### config.mk
export PLATFORM = sky130hd
export DESIGN_NAME = frac_msub_rnd
export DESIGN_NICKNAME = d
export VERILOG_FILES = /design/src/rtl/frac_msub_pkg.sv /design/src/rtl/frac_msub_ctrl.sv /design/src/rtl/frac_msub_dp.sv /design/src/rtl/frac_msub_rnd.sv
export SDC_FILE = /design/constraint.sdc
export NUM_CORES = 1
export LEC_CHECK = 0
export BUFFER_PORTS_ARGS = -buffer_cell sky130_fd_sc_hd__buf_4
export CORE_ASPECT_RATIO = 1.1
export CORE_MARGIN = 2
export CORE_UTILIZATION = 40
export DETAILED_ROUTE_END_ITERATION = 8
export SETUP_SLACK_MARGIN = 0.3
export SLEW_MARGIN = 30
export SYNTH_ARGS = -nofsm -noshare
export SYNTH_HDL_FRONTEND = slang
export SYNTH_SLANG_ARGS = --single-unit
### constraint.sdc
create_clock -name clk -period 30.9 [get_ports clk]
set_clock_uncertainty 0.15 [all_clocks]
set_input_delay 6.18 -clock clk [delete_from_list [all_inputs] [get_ports clk]]
set_output_delay 6.18 -clock clk [all_outputs]
set_load 0.02 [all_outputs]
### src/rtl/frac_msub_pkg.sv
package frac_msub_pkg;
  // Strobes from control to datapath
  typedef struct packed {
    logic capture;   // load the output registers
    logic selUpper;  // take the upper halves
    logic shiftEn;   // double the product
    logic satEn;     // clamp instead of wrap
  } ctrlStrobes_t;
endpackage

### src/rtl/frac_msub_ctrl.sv
module frac_msub_ctrl
  import frac_msub_pkg::*;
(
  input  logic         clk,
  input  logic         rstN,
  input  logic         inValid,
  input  logic         useUpper,
  input  logic         shiftOne,
  input  logic         satMode,
  output ctrlStrobes_t strobe,
  output logic         outValid
);
  always_comb begin
    strobe.capture  = inValid;
    strobe.selUpper = useUpper;
    strobe.shiftEn  = shiftOne;
    strobe.satEn    = satMode;
  end

  always_ff @(posedge clk) begin
    if (!rstN) outValid <= 1'b0;
    else       outValid <= inValid;
  end
endmodule

### src/rtl/frac_msub_dp.sv
module frac_msub_dp
  import frac_msub_pkg::*;
#(
  parameter int DATA_W = 32
) (
  input  logic              clk,
  input  logic              rstN,
  input  ctrlStrobes_t      strobe,
  input  logic [DATA_W-1:0] srcA,
  input  logic [DATA_W-1:0] srcB,
  input  logic [DATA_W-1:0] accIn,
  output logic [DATA_W-1:0] resultQ,
  output logic              ovfQ,
  output logic              advOvfQ
);
  localparam int HALF_W = DATA_W / 2;
  localparam int EXT_W  = DATA_W + 2;
  localparam logic [HALF_W-1:0] MIN_HALF  = {1'b1, {(HALF_W-1){1'b0}}};
  localparam logic [DATA_W-1:0] MAX_WORD  = {1'b0, {(DATA_W-1){1'b1}}};
  localparam logic [DATA_W-1:0] MIN_WORD  = {1'b1, {(DATA_W-1){1'b0}}};
  localparam logic [EXT_W-1:0]  ROUND_K   = EXT_W'(1) << (HALF_W - 1);
  localparam logic [EXT_W-1:0]  PIN_PROD  = {2'b00, MAX_WORD};

  logic [DATA_W-1:0] srcWord [2];
  logic [HALF_W-1:0] opHalf  [2];

  assign srcWord[0] = srcA;
  assign srcWord[1] = srcB;

  // Same half of both words
  for (genvar gi = 0; gi < 2; gi++) begin : g_half
    assign opHalf[gi] = strobe.selUpper ? srcWord[gi][DATA_W-1:HALF_W]
                                        : srcWord[gi][HALF_W-1:0];
  end

  logic signed [DATA_W-1:0] rawProd;
  logic                     cornerHit;
  logic [EXT_W-1:0]         prodExt;
  logic [EXT_W-1:0]         accExt;
  logic [EXT_W-1:0]         exactSum;
  logic [2:0]               topBits;
  logic                     ovfNow;
  logic [DATA_W-1:0]        wrapVal;
  logic [DATA_W-1:0]        satVal;
  logic [DATA_W-1:0]        pickVal;

  assign rawProd   = $signed(opHalf[0]) * $signed(opHalf[1]);
  assign cornerHit = strobe.shiftEn && (opHalf[0] == MIN_HALF) && (opHalf[1] == MIN_HALF);

  always_comb begin
    if (cornerHit)
      prodExt = PIN_PROD;
    else if (strobe.shiftEn)
      prodExt = {rawProd[DATA_W-1], rawProd, 1'b0};
    else
      prodExt = {{2{rawProd[DATA_W-1]}}, rawProd};
  end

  assign accExt   = {{2{accIn[DATA_W-1]}}, accIn};
  assign exactSum = accExt - prodExt + ROUND_K;
  assign topBits  = exactSum[EXT_W-1:DATA_W-1];
  assign ovfNow   = !((topBits == 3'b000) || (topBits == 3'b111));
  assign wrapVal  = exactSum[DATA_W-1:0];

  always_comb begin
    if (!ovfNow)                 satVal = wrapVal;
    else if (exactSum[EXT_W-1])  satVal = MIN_WORD;
    else                         satVal = MAX_WORD;
  end

  assign pickVal = strobe.satEn ? satVal : wrapVal;

  always_ff @(posedge clk) begin
    if (!rstN) begin
      resultQ <= '0;
      ovfQ    <= 1'b0;
      advOvfQ <= 1'b0;
    end else if (strobe.capture) begin
      resultQ <= {pickVal[DATA_W-1:HALF_W], {HALF_W{1'b0}}};
      ovfQ    <= ovfNow;
      advOvfQ <= wrapVal[DATA_W-1] ^ wrapVal[DATA_W-2];
    end
  end
endmodule

### src/rtl/frac_msub_rnd.sv
module frac_msub_rnd
  import frac_msub_pkg::*;
#(
  parameter int DATA_W = 32
) (
  input  logic              clk,
  input  logic              rstN,
  input  logic              inValid,
  input  logic [DATA_W-1:0] srcA,
  input  logic [DATA_W-1:0] srcB,
  input  logic [DATA_W-1:0] accIn,
  input  logic              useUpper,
  input  logic              shiftOne,
  input  logic              satMode,
  output logic              outValid,
  output logic [DATA_W-1:0] result,
  output logic              ovfFlag,
  output logic              advOvfFlag
);
  ctrlStrobes_t strobe;

  frac_msub_ctrl ctrl_i (
    .clk      (clk),
    .rstN     (rstN),
    .inValid  (inValid),
    .useUpper (useUpper),
    .shiftOne (shiftOne),
    .satMode  (satMode),
    .strobe   (strobe),
    .outValid (outValid)
  );

  frac_msub_dp #(.DATA_W(DATA_W)) dp_i (
    .clk     (clk),
    .rstN    (rstN),
    .strobe  (strobe),
    .srcA    (srcA),
    .srcB    (srcB),
    .accIn   (accIn),
    .resultQ (result),
    .ovfQ    (ovfFlag),
    .advOvfQ (advOvfFlag)
  );
endmodule

# Word level (Yosys, flattened, before mapping)
# Cells that the tools add are included.
# Widths: inputs -> output; s select.
[totals]
regBits = 19
inputBits = 102
out_inout_bits = 35
[classes]
n_mul = 1
n_reduce_logical = 5
bitwise = 1
mux = 7
add_sub_neg = 2
eq_ne = 3
[ops]
columns = ["op", "n"]
rows = [
  ["$mux 32", 4],
  ["$add 34x16->34 const B", 1],
  ["$mux 34", 1],
  ["$sub 34x34->34", 1],
  ["$eq 16x16->1 const B", 2],
  ["$mul 16x16->32", 1],
  ["$mux 16", 2],
  ["$eq 3x3->1 const B", 1],
  ["$logic_not 3->1", 1],
  ["$logic_and 1x1->1", 2],
  ["$logic_not 1->1", 1],
  ["$logic_or 1x1->1", 1],
  ["$xor 1x1->1", 1],
]

# Logic depth before layout (Yosys ltp)
[depth]
ltp_word = 11
ltp_mapped = 42
ltp_nobuf = 36

# Cells and area by module
# From an unflattened synthesis, not the netlist that was laid out.
[unflattened]
cells_unflattened = 1631
area_unflattened_um2 = 14003.4
[modules_own_cells]
columns = ["mod", "cells_each", "seq_area_each_um2", "instances", "area_per_inst_um2"]
rows = [
  ["frac_msub_dp", 1625, 360.3, 1, 13947.1],
  ["frac_msub_ctrl", 6, 20.0, 1, 56.3],
]

# Worst setup path after synthesis
# No wires, ideal clock.
[synth_path]
path_type = "input to register"
start = "input useUpper"
end = "register dp_i.resultQ[18]"
n_path_buf = 5
setup_time_ns = 0.152
setup_slack_ns = 15.195
arrival_ns = 15.403
stages = 36
cell_sequence = "buf_6 buf_1 clkbuf_1 mux2_2 nand2_1 inv_1 fa_1 inv_1 fa_1 inv_1 fa_1 fa_1 fa_1 inv_1 fa_1 inv_1 ha_1 a21o_1 a21oi_1 o21bai_1 a211oi_1 o21bai_1 a221oi_1 o21ai_0 a21oi_1 nor2_1 nor3_1 ha_1 ha_1 clkbuf_1 nand4_1 o41ai_2 xor2_2 o31ai_2 buf_6 a311oi_2"
[synth_via]
elab_chain_cells = 11
[synth_rtl]
columns = ["element", "line_no", "source"]
rows = [
  ["start, declared", "frac_msub_rnd.sv:12", "input logic useUpper,"],
  ["parallel branches: the longest is 4 deep, another holds $mul 16x16->32", "--", ""],
  ["$mux 34 (*)", "frac_msub_dp.sv:51", "if (cornerHit)"],
  ["$sub 34x34->34 (*)", "frac_msub_dp.sv:60", "assign exactSum = accExt - prodExt + ROUND_K;"],
  ["$add 34x16->34 (*)", "frac_msub_dp.sv:60", ""],
  ["$eq 3x3->1 / $logic_not 3->1 (equally long branches)", "frac_msub_dp.sv:62", "assign ovfNow = !((topBits == 3'b000) || (topBits == 3'b111));"],
  ["$logic_or 1x1->1", "frac_msub_dp.sv:62", ""],
  ["$mux 32", "frac_msub_dp.sv:66", "if (!ovfNow) satVal = wrapVal;"],
  ["$mux 32 (*)", "frac_msub_dp.sv:71", "assign pickVal = strobe.satEn ? satVal : wrapVal;"],
  ["end signal, assigned", "frac_msub_dp.sv:79", "resultQ <= {pickVal[DATA_W-1:HALF_W], {HALF_W{1'b0}}};"],
  ["end, declared", "frac_msub_dp.sv:12", "output logic [DATA_W-1:0] resultQ,"],
]
# Every way passes the cells marked *.
# A chain may end at the register's enable or synchronous reset.

# Worst setup path after layout
[layout_path]
start = "input useUpper"
end = "register dp_i.resultQ[16]"
# The elaborated chain is that of the path after synthesis.

==> out/metrics.yaml <==
run_status:
  status: "finished, final reports clean"
timing:
  fin_crit_sh_pct: 53.8
  fin_setup_tns_ns: 0
  drv_slew: 0
  relSlewSlack_pct: 29.2
  period_minus_slack_ns: 16.62
  rsz0062_at_grt: "false"
  tightest_slew_ns: 1.03
  final-setup-viol-count: 0
  finalHoldViolCount: 0
  fmax_ghz: 0.0602
  hold_slack_ns: 0.334
logic_synthesis:
  synthFlopType: "dfxtp_1"
  ys_seq_elements: 19
  syn_area_per_cell_sq_um: 8.53
  ys_async_sr_fraction_pct: 0
  yosysWarnings: 0
  ys_types: 70
  synth_area_sq_mm: 0.0138
  netlist_instances: 1623
  synth_edf_count: 0
  synth_seq_area_share_pct: 2.75
cells_and_area:
  seqCellArea_sq_um: 380
  antenna_cells: 0
  synthToLayoutAreaGrowth_pct: 9.82
  layout.cells.most_common: "inv_1"
  nNetsFinal: 2220
  fillers: 3467
  multi_input_area_sq_mm: 0.0120
  drive_above_1_share_pct: 11.1
  final_cell_mix: "inv_1 (310), fa_1 (262), nor2_1 (206), nand2_1 (159), ha_1 (145)"
global_routing:
  grt_pass1_wl_mm: 61.3
  grt_pass1_vias: 11600
  grt_max_degree: 69
  overflow: 0
  antenna_found_initial: 0
  track_usage_pct: 21.3
setup_path:
  path_max_fanout: 68
  critPathArrivalTime_ns: 16.56
  slowest_stage: "mux2i_1"
  timing.critical_path.mode_cell: "fa_1"
  crit_type: "primary input to flop"
  end_kind: "flop"
  critPathLaunchType: "primary input"
  critPathRequiredTime_ns: 30.84
  cpPeakStageDelay_ns: 0.94
drt:
  routedWlPerCell_um: 17.9
  drt_first_pass_iters: 5
  route.final.wire_length_mm: 38.4
  drtIter0Drc: 490
  vias_per_cell: 5.32
  vias: 11400
  drcViolationCount: 0
  drtAntennaViolNets: 0
cts:
  postCtsSetupBuffers: 0
  cts_resized: 0
  cts_max_level: 1
  cts_inserted_buffers: 3
  cts_max_path_buffers: 2
  cts_tree: "built"
  clock-root-buffer: "clkbuf_16"
  cts.clk_slew.worst_paths_ns: 0.05
  clkLatencyLatePin_ns: 0.25
  holdBufCountCts: 0
  cts_num_sinks: 19
floorplanning:
  die_w_um: 181
  die-area_sq_mm: 0.0361
  start_util_pct: 40.6
  die_h_um: 199
  io_pins: 137
  row_count: 71
  core_sq_mm: 0.0341
run:
  drv_cap: 0
hold_path:
  hp-class: "flop to flop"
placement:
  portBuffers: 120
  dp.final_hpwl_mm: 33.7
  place.gp.congestion: 0.972
==> worst max-delay path: cells and delay by family <==
| family | cells | cell delay (ns) |
|---|---|---|
| compound gates | 9 | 2.55 |
| buf+inv | 4 | 1.31 |
| fa+ha+maj | 9 | 4.19 |
| mux | 1 | 0.94 |
| simple gates | 8 | 1.35 |
==> registers in the layout, indices dropped and copies added (netlist names) <==
signal           cells
dp_i.resultQ        16
ctrl_i.outValid      1
dp_i.advOvfQ         1
dp_i.ovfQ            1
==> kinds of logic after synthesis <==
group	synth area share, %
fa+ha+maj	51.0
compound gates	12.1
other cells	0.0271
buf+inv	10.8
xor+xnor	3.47
mux	4.69
flops	2.75
simple gates	15.2
==> layer usage <==
metal  up-vias  track usage [%]  routed length [um]
met1      5735             27.6               15900
met5         -                0                   0
met3        62             1.04                1430
met4         0             4.79                 901
li1       5359                -                   -
met2       274             39.5               20100
==> per-stage QoR <==
stage | utilization [%] | instances | area (sq um) | setup slack, ns
floorplan | - | 1638 | 13900 | 15.19
global placement | 44.3 | 2144 | 15100 | 14.24
detailed placement | 44.3 | 2144 | 15100 | 14.07
CTS | 44.5 | 2148 | 15200 | 14.31
global route | 44.5 | 2148 | 15200 | 13.66
finish | 44.5 | 2148 | 15200 | 14.28
==> area by class of cell <==
class / instances / area share [%]
flip-flops and latches: 19 / 2.50
repair buffers: 131 / 6.47
clock buffers: 4 / 0.519
inverters: 310 / 7.66
multi-input cells: 1246 / 79.2
well taps: 438 / 3.61
==> synth_stat cells (6+ instances only) <==
cell | number | area (sq um)
xnor2_1 | 33 | 289
and3_1 | 12 | 75.1
a211oi_1 | 26 | 195
ha_1 | 145 | 1810
buf_4 | 17 | 128
o21bai_1 | 8 | 60.1
fa_1 | 262 | 5250
clkbuf_1 | 37 | 139
nor3_1 | 14 | 70.1
nor4_1 | 9 | 56.3
o21a_1 | 9 | 67.6
a311oi_2 | 12 | 180
mux2_2 | 27 | 304
and2_1 | 12 | 75.1
a21o_1 | 41 | 308
nand4_1 | 9 | 56.3
dfxtp_1 | 19 | 380
nand2_1 | 159 | 597
inv_1 | 310 | 1160
nand2b_1 | 15 | 93.8
nor2_1 | 206 | 773
nand3_1 | 17 | 85.1
o211ai_1 | 9 | 67.6
mux2i_1 | 30 | 300
o21ai_0 | 25 | 125
or2_2 | 6 | 37.5
xor2_1 | 20 | 175
a21oi_1 | 55 | 275
==> worst paths after layout <==
| path | from | endpoint | depth (start not counted) | slack (ns) |
|---|---|---|---|---|
| worst max-delay path | useUpper | dp_i.resultQ[16] | 31 | 14.28 |
| worst min-delay path | dp_i.resultQ[31] | dp_i.resultQ[31] | 2 | 0.33 |
| worst max register to register | dp_i.resultQ[17] | dp_i.resultQ[17] | 2 | 30.01 |
| worst min register to register | dp_i.resultQ[31] | dp_i.resultQ[31] | 2 | 0.33 |
Power is not shown: default switching activity piles up to over one toggle a cycle in this logic, so the estimate is an artifact.
